===== src/rtl/ctr_ks_pkg.sv =====
package ctr_ks_pkg;
  localparam int unsigned BLK_W  = 128;
  localparam int unsigned BYTE_W = 8;
  localparam int unsigned NBYTES = BLK_W / BYTE_W;

  typedef logic [BLK_W-1:0] blk_t;

  // Full byte mirror: output byte k takes input byte NBYTES-1-k.
  function automatic blk_t byte_mirror(input blk_t v);
    blk_t r;
    for (int k = 0; k < int'(NBYTES); k++) begin
      r[k*BYTE_W +: BYTE_W] = v[(int'(NBYTES) - 1 - k)*BYTE_W +: BYTE_W];
    end
    return r;
  endfunction
endpackage


===== src/rtl/ctr_ks_incr.sv =====
// Segmented +1 adder; carry ripples from each segment into the next.
module ctr_ks_incr #(
  parameter int unsigned W     = 128,
  parameter int unsigned SEG_W = 64
) (
  input  logic [W-1:0] val_i,
  output logic [W-1:0] sum_o
);
  localparam int unsigned NSEG = W / SEG_W;

  logic [NSEG-1:0] carry;
  assign carry[0] = 1'b1;

  for (genvar g = 0; g < NSEG; g++) begin : g_seg
    if (g == NSEG - 1) begin : g_top
      assign sum_o[g*SEG_W +: SEG_W] = val_i[g*SEG_W +: SEG_W] + {{(SEG_W-1){1'b0}}, carry[g]};
    end else begin : g_mid
      assign {carry[g+1], sum_o[g*SEG_W +: SEG_W]} =
        {1'b0, val_i[g*SEG_W +: SEG_W]} + {{SEG_W{1'b0}}, carry[g]};
    end
  end
endmodule


===== src/rtl/ctr_ks_issue.sv =====
// Request side: walks the working counter and issues mirrored values.
module ctr_ks_issue
  import ctr_ks_pkg::*;
#(
  parameter int unsigned BATCH = 8,
  parameter int unsigned SEG_W = 64,
  localparam int unsigned CNT_W = $clog2(BATCH + 1)
) (
  input  logic clk,
  input  logic rst_n,
  input  logic active_i,
  input  logic launch_i,
  input  blk_t seed_i,
  input  logic req_ready_i,
  output logic req_valid_o,
  output blk_t req_data_o,
  output blk_t work_o,
  output logic all_issued_o
);
  localparam logic [CNT_W-1:0] LAST = CNT_W'(BATCH);

  logic [CNT_W-1:0] cnt_q, cnt_d;
  blk_t             work_q, work_d, work_inc;
  logic             fire, upd;

  ctr_ks_incr #(.W(BLK_W), .SEG_W(SEG_W)) u_incr (
    .val_i (work_q),
    .sum_o (work_inc)
  );

  assign all_issued_o = (cnt_q == LAST);
  assign req_valid_o  = active_i && !all_issued_o;
  assign fire         = req_valid_o && req_ready_i;
  assign req_data_o   = byte_mirror(work_q);
  assign work_o       = work_q;
  assign upd          = launch_i || fire;

  always_comb begin
    cnt_d  = cnt_q;
    work_d = work_q;
    if (launch_i) begin
      cnt_d  = '0;
      work_d = seed_i;
    end else if (fire) begin
      cnt_d  = cnt_q + CNT_W'(1);
      work_d = work_inc;
    end
  end

  always_ff @(posedge clk or negedge rst_n) begin
    if (!rst_n) begin
      cnt_q  <= '0;
      work_q <= '0;
    end else if (upd) begin
      cnt_q  <= cnt_d;
      work_q <= work_d;
    end
  end
endmodule


===== src/rtl/ctr_ks_combine.sv =====
// Response side: joins each cipher word with a source word and XORs them.
module ctr_ks_combine
  import ctr_ks_pkg::*;
#(
  parameter int unsigned BATCH = 8,
  localparam int unsigned CNT_W = $clog2(BATCH + 1)
) (
  input  logic clk,
  input  logic rst_n,
  input  logic active_i,
  input  logic launch_i,
  input  logic rsp_valid_i,
  input  blk_t rsp_data_i,
  input  logic src_valid_i,
  input  blk_t src_data_i,
  output logic rsp_ready_o,
  output logic src_ready_o,
  output logic dst_valid_o,
  output blk_t dst_data_o,
  output logic all_done_o
);
  localparam logic [CNT_W-1:0] LAST = CNT_W'(BATCH);

  logic [CNT_W-1:0] cnt_q, cnt_d;
  logic             room, join_fire, dv_q;
  blk_t             dd_q;

  assign all_done_o  = (cnt_q == LAST);
  assign room        = active_i && !all_done_o;
  assign rsp_ready_o = room && src_valid_i;
  assign src_ready_o = room && rsp_valid_i;
  assign join_fire   = room && rsp_valid_i && src_valid_i;

  always_comb begin
    cnt_d = cnt_q;
    if (launch_i)       cnt_d = '0;
    else if (join_fire) cnt_d = cnt_q + CNT_W'(1);
  end

  always_ff @(posedge clk or negedge rst_n) begin
    if (!rst_n) begin
      cnt_q <= '0;
      dv_q  <= 1'b0;
      dd_q  <= '0;
    end else begin
      cnt_q <= cnt_d;
      dv_q  <= join_fire;
      if (join_fire) dd_q <= rsp_data_i ^ src_data_i;
    end
  end

  assign dst_valid_o = dv_q;
  assign dst_data_o  = dd_q;
endmodule


===== src/rtl/ctr_keystream_gen.sv =====
module ctr_keystream_gen
  import ctr_ks_pkg::*;
#(
  parameter int unsigned BATCH = 8,
  parameter int unsigned SEG_W = 64
) (
  input  logic         clk,
  input  logic         rst_n,
  input  logic         load_i,
  input  logic [127:0] load_ctr_i,
  input  logic         start_i,
  output logic [127:0] ctr_o,
  output logic         busy_o,
  output logic         batch_done_o,
  output logic         cip_req_valid_o,
  input  logic         cip_req_ready_i,
  output logic [127:0] cip_req_data_o,
  input  logic         cip_rsp_valid_i,
  output logic         cip_rsp_ready_o,
  input  logic [127:0] cip_rsp_data_i,
  input  logic         src_valid_i,
  output logic         src_ready_o,
  input  logic [127:0] src_data_i,
  output logic         dst_valid_o,
  output logic [127:0] dst_data_o
);
  logic busy_q, busy_d, done_q;
  blk_t ctr_q, ctr_d, work;
  logic launch, finish, load_en, ctr_en, all_issued, all_done;

  assign launch  = start_i && !load_i && !busy_q;
  assign load_en = load_i && !busy_q;
  assign finish  = busy_q && all_issued && all_done;
  assign ctr_en  = load_en || finish;

  ctr_ks_issue #(.BATCH(BATCH), .SEG_W(SEG_W)) u_issue (
    .clk          (clk),
    .rst_n        (rst_n),
    .active_i     (busy_q),
    .launch_i     (launch),
    .seed_i       (ctr_q),
    .req_ready_i  (cip_req_ready_i),
    .req_valid_o  (cip_req_valid_o),
    .req_data_o   (cip_req_data_o),
    .work_o       (work),
    .all_issued_o (all_issued)
  );

  ctr_ks_combine #(.BATCH(BATCH)) u_combine (
    .clk         (clk),
    .rst_n       (rst_n),
    .active_i    (busy_q),
    .launch_i    (launch),
    .rsp_valid_i (cip_rsp_valid_i),
    .rsp_data_i  (cip_rsp_data_i),
    .src_valid_i (src_valid_i),
    .src_data_i  (src_data_i),
    .rsp_ready_o (cip_rsp_ready_o),
    .src_ready_o (src_ready_o),
    .dst_valid_o (dst_valid_o),
    .dst_data_o  (dst_data_o),
    .all_done_o  (all_done)
  );

  always_comb begin
    busy_d = busy_q;
    if (launch)      busy_d = 1'b1;
    else if (finish) busy_d = 1'b0;
    ctr_d = finish ? work : load_ctr_i;
  end

  always_ff @(posedge clk or negedge rst_n) begin
    if (!rst_n) begin
      busy_q <= 1'b0;
      done_q <= 1'b0;
      ctr_q  <= '0;
    end else begin
      busy_q <= busy_d;
      done_q <= finish;
      if (ctr_en) ctr_q <= ctr_d;
    end
  end

  assign busy_o       = busy_q;
  assign batch_done_o = done_q;
  assign ctr_o        = ctr_q;
endmodule


===== config.mk =====
export PLATFORM = sky130hd
export DESIGN_NAME = ctr_keystream_gen
export DESIGN_NICKNAME = d
export VERILOG_FILES = /design/src/rtl/ctr_ks_pkg.sv /design/src/rtl/ctr_ks_incr.sv /design/src/rtl/ctr_ks_issue.sv /design/src/rtl/ctr_ks_combine.sv /design/src/rtl/ctr_keystream_gen.sv
export SDC_FILE = /design/constraint.sdc
export NUM_CORES = 1
export LEC_CHECK = 0
export ABC_AREA = 1
export BUFFER_PORTS_ARGS = -buffer_cell sky130_fd_sc_hd__buf_2
export CORE_AREA = 3 3 302 304
export DETAILED_ROUTE_END_ITERATION = 6
export DIE_AREA = 0 0 305 307
export PLACE_DENSITY = 0.45
export SLEW_MARGIN = 10
export SYNTH_ARGS = -nofsm -noshare
export SYNTH_HDL_FRONTEND = slang
export SYNTH_SLANG_ARGS = --single-unit

===== constraint.sdc =====
create_clock -name clk -period 3.2 [get_ports clk]
set_input_delay 0.32 -clock clk [delete_from_list [all_inputs] [get_ports clk]]
set_output_delay 0.32 -clock clk [all_outputs]
set_load 0.03 [all_outputs]

==> out/results.md <==
| Quantity | Reported | Unit |
|:---|:---|:---|
| Clock network latency to the later pin of the worst-skew pair | 0.61 | ns |
| Final Total Pwr | 0.0292 | W |
| Post-detailed-route DRC marker count | 0 | - |
| Global router's overall resource usage | 23.9 | % |
| Total count of hold-check failures in the final report | 0 | - |
| Die Area | 93600 | sq um |
| Standard-cell rows | 109 | - |
| Length of the first detailed-routing pass in iterations | 5 | - |
| Synthesized area | 21800 | sq um |
| Post-synthesis sequential element count | 395 | - |
| Synthesis-to-finish area growth | 45.9 | % |
| Number of inserted filler cells in the final layout | 9470 | - |
| Post-route minimum period | 2.97 | ns |
| Number of antenna violations at the first check in global routing | 31 | - |
| Via count of the first global-routing pass | 24.0k | - |
| Syn Area/Cell | 7.72 | sq um |
| Buffer cell driving the clock tree root | sky130_fd_sc_hd__clkbuf_16 | - |
| Pin count of the biggest net entering global routing | 109 | - |
| CTS tree | built | - |
| TritonCTS sink count | 395 | - |
| Routability Congestion | 1.01 | - |
| Internal Power | 0.0150 | W |
| Number of design-rule violations left by the first detailed-router iteration | 1723 | - |
| Final non-filler cell area | 31800 | sq um |
| M1 wire length | 48200 | um |
| Worst-margin pin slew | 0.882 | ns |
| Worst EP arrival | 3.45 | ns |
| Clock-pin slew reported for the worst setup and hold paths after clock tree synthesis | 0.06 | ns |
| Cell type contributing the most total cell area after synthesis | sky130_fd_sc_hd__dfrtp_1 | - |
| Startpoint Class | flop | - |
| Worst-case register-to-register setup slack | 0.23 | ns |
| Routed wire per std cell | 22.8 | um |
| Synth Warn # | 0 | - |
| Max-cap violations | 0 | - |
| Maximum vdd ir drop | 458 | uV |
| Estimated wirelength of the detail-placed design | 92000 | um |
| Boundary pin count | 781 | - |
| Outcome | finished clean | - |
| Final Util | 36.0 | % |
| Wire length after detailed routing | 116000 | um |
| Count of distinct cell types in the synthesized netlist | 36 | - |
| Total Nets Final | 4276 | - |
| Register area share after synthesis | 45.3 | % |
| Number of vias per cell after detailed routing | 4.69 | - |
| First-pass GRT wire length | 167000 | um |
| Top routing layer in use | met5 | - |
| Placed Instance Area | 27700 | sq um |
| H-tree depth reported by CTS | 2 | - |
| P per Cell Area | 917 | nW/um^2 |
| Number of port buffers | 780 | - |
| Combinational fraction of design power | 48.2 | % |
| Die W | 305 | um |
| Worst slew margin relative to its limit | 41.2 | % |
| Top cells by area, synth | sky130_fd_sc_hd__dfrtp_1 45%, sky130_fd_sc_hd__nand2_1 14%, sky130_fd_sc_hd__nand3_1 7.2% | - |
| Share of the clock period used by the worst path | 92.7 | % |
| Share of final-layout standard cells stronger than drive strength 1 | 28.0 | % |
| Number of instances in the placed design | 4764 | - |
| Post-Route Skew | 0.0330 | ns |
| Core Area | 88500 | sq um |
| Number of buffers added by the clock tree synthesis step | 51 | - |
| Switching power | 0.0142 | W |
| Die Span Y | 307 | um |
| Detailed route wirelength on metal3 | 7270 | um |
| Starting Density | 24.7 | % |
| Clock Power Share | 21.2 | % |
| Syn_nets | 3223 | - |
| Met2 Routed Length | 56900 | um |
| Total Neg Setup Slack | 0 | ns |
| Synth Instances | 2825 | - |
| Total overflow reported by the global router | 0 | - |
| Static leakage power | 15.0 | nW |
| Worst Setup End Kind | flop | - |
| CP required | 3.68 | ns |
| Max-slew violation count | 0 | - |
| Count of non-filler cells in the finished layout | 5093 | - |
| Crit-path max FO | 7 | - |
| F_max | 337 | MHz |
| Proportion of total power due to net switching | 48.7 | % |
| Vias post-DR | 23.9k | - |
| Register share of total power | 30.6 | % |
| Category of the most critical setup path | flop to flop | - |
| Hold Path Class | input pin to flop | - |
| Yosys top cell area share | 45.3 | % |
| Clock Path Buffers | 3 | - |
| Final antenna-violating net count | 0 | - |
| Endpoints failing setup | 0 | - |
## Yosys cell counts
cell and count:
sky130_fd_sc_hd__a21oi_1 8, sky130_fd_sc_hd__a31oi_4 1, sky130_fd_sc_hd__buf_1 11, sky130_fd_sc_hd__buf_2 60, sky130_fd_sc_hd__buf_6 1, sky130_fd_sc_hd__clkbuf_1 58, sky130_fd_sc_hd__clkbuf_8 1, sky130_fd_sc_hd__clkinv_1 2
sky130_fd_sc_hd__dfrtp_1 395, sky130_fd_sc_hd__ha_1 7, sky130_fd_sc_hd__inv_1 242, sky130_fd_sc_hd__inv_2 6, sky130_fd_sc_hd__nand2_1 829, sky130_fd_sc_hd__nand2_2 31, sky130_fd_sc_hd__nand2_4 7, sky130_fd_sc_hd__nand3_1 316
sky130_fd_sc_hd__nand3_2 1, sky130_fd_sc_hd__nand3b_1 3, sky130_fd_sc_hd__nand4_1 13, sky130_fd_sc_hd__nor2_1 248, sky130_fd_sc_hd__nor2_2 16, sky130_fd_sc_hd__nor2_4 13, sky130_fd_sc_hd__nor2_8 4, sky130_fd_sc_hd__nor3_1 3
sky130_fd_sc_hd__nor3_2 1, sky130_fd_sc_hd__nor4_1 1, sky130_fd_sc_hd__nor4_2 1, sky130_fd_sc_hd__o211ai_1 72, sky130_fd_sc_hd__o21ai_0 67, sky130_fd_sc_hd__o21ai_1 114, sky130_fd_sc_hd__o221ai_1 59, sky130_fd_sc_hd__o22ai_1 51
sky130_fd_sc_hd__o31ai_1 1, sky130_fd_sc_hd__or2_2 1, sky130_fd_sc_hd__xnor2_1 139, sky130_fd_sc_hd__xor2_1 42
## cells in the final DEF (no fill, tap or decap), types with 116 or more instances in the layout
cell and n:
sky130_fd_sc_hd__buf_2 778, sky130_fd_sc_hd__buf_4 123, sky130_fd_sc_hd__dfrtp_1 395, sky130_fd_sc_hd__dlygate4sd3_1 215
sky130_fd_sc_hd__inv_1 242, sky130_fd_sc_hd__nand2_1 819, sky130_fd_sc_hd__nand3_1 315, sky130_fd_sc_hd__nor2_1 242
sky130_fd_sc_hd__o21ai_1 116, sky130_fd_sc_hd__xnor2_1 139
## per-layer routing
layer	global-route usage (%)	vias up
li1	-	11400
met1	30.1	11500
met4	7.69	6
met3	4.63	175
met5	0	-
met2	41.3	865
## what timing repair did
action | CTS | global route
endpoints found under the setup margin | 2 | 31
cloned | 0 | 0
gates resized for setup | 1 | 23
pin swaps | 0 | 14
hold buffers | 215 | 0
endpoints found under the hold margin | 509 | 0
buffers inserted | 0 | 11
## final timing paths
path,from,to,cells after the start
setup / recovery,u_issue.work_o[1],u_issue.work_o[104],20
min in group asynchronous,rst_n,ctr_o[103],2
max in group asynchronous,rst_n,u_combine.dst_data_o[14],3
hold reg to reg,u_combine.dst_data_o[68],u_combine.dst_data_o[68],2
setup reg to reg,u_issue.work_o[1],u_issue.work_o[104],20
hold / removal,load_ctr_i[104],ctr_o[104],3
## cell families (layout without fill, tap and decap cells)
family	count (synthesis)	in the layout	synth area share, %
buffers and inverters	381	1471	6.98
and+or+nand+nor	1488	1488	29.3
adders and majority gates	7	7	0.401
xor gates and xnor gates	181	181	7.27
AOI/OAI and AO/OA	373	373	10.8
other	0	13	0
DFF	395	395	45.3
## registers in the layout, indices dropped and copies added, names as in the netlist
register,cells
ctr_o,128
u_combine.dst_data_o,128
u_issue.work_o,128
u_combine.cnt_q,4
u_issue.cnt_q,4
batch_done_o,1
busy_o,1
u_combine.dst_valid_o,1
## worst max-delay path, stage by stage, from the launching register on
cell	delay (ns)
sky130_fd_sc_hd__dfrtp_1	0.36
sky130_fd_sc_hd__ha_2	0.19
sky130_fd_sc_hd__inv_1	0.06
sky130_fd_sc_hd__nor2_4	0.12
sky130_fd_sc_hd__nand2_4	0.09
sky130_fd_sc_hd__nor2_8	0.11
sky130_fd_sc_hd__nand3_4	0.09
sky130_fd_sc_hd__nor4_4	0.28
sky130_fd_sc_hd__buf_6	0.17
sky130_fd_sc_hd__ha_4	0.14
sky130_fd_sc_hd__ha_2	0.17
sky130_fd_sc_hd__nand2_2	0.08
sky130_fd_sc_hd__nor2_4	0.20
sky130_fd_sc_hd__nand2_4	0.10
sky130_fd_sc_hd__nor2_4	0.13
sky130_fd_sc_hd__buf_12	0.15
sky130_fd_sc_hd__nand2_2	0.09
sky130_fd_sc_hd__nor2_1	0.11
sky130_fd_sc_hd__nand2_1	0.06
sky130_fd_sc_hd__nand3_1	0.08
sky130_fd_sc_hd__nand2_1	0.05
## stage by stage
step           setup slack, ns  hold slack [ns]
2_1_floorplan            0.222           0.0244
3_3_place_gp             0.137            0.143
3_5_place_dp            0.0329            0.143
4_1_cts                 0.0252         0.000173
5_1_grt               -0.00579          0.00484
6_report                 0.233           0.0253
## power groups by stage
stage                     logic (W)  registers [W]  clock network, W
after global routing         0.0151        0.00917           0.00651
final                        0.0141        0.00894           0.00618
after detailed placement     0.0139        0.00897                 0
after global placement       0.0139        0.00899                 0
after CTS                    0.0141        0.00893           0.00632
after floorplan             0.00439         0.0125                 0
## final cells by class
class                           count  area, sq um  share of cell area [%]
Multi-Input combinational cell   2049        10500                    33.0
Clock buffer                       72         1470                    4.61
Sequential cell                   395         9880                    31.1
Timing Repair Buffer             1131         7250                    22.8
Clock inverter                     18          288                   0.904
Tap cell                         1165         1460                    4.58
Inverter                          250          942                    2.96
Antenna cell                       13         32.5                   0.102
No activity file was read; power rests on OpenSTA's default activity.
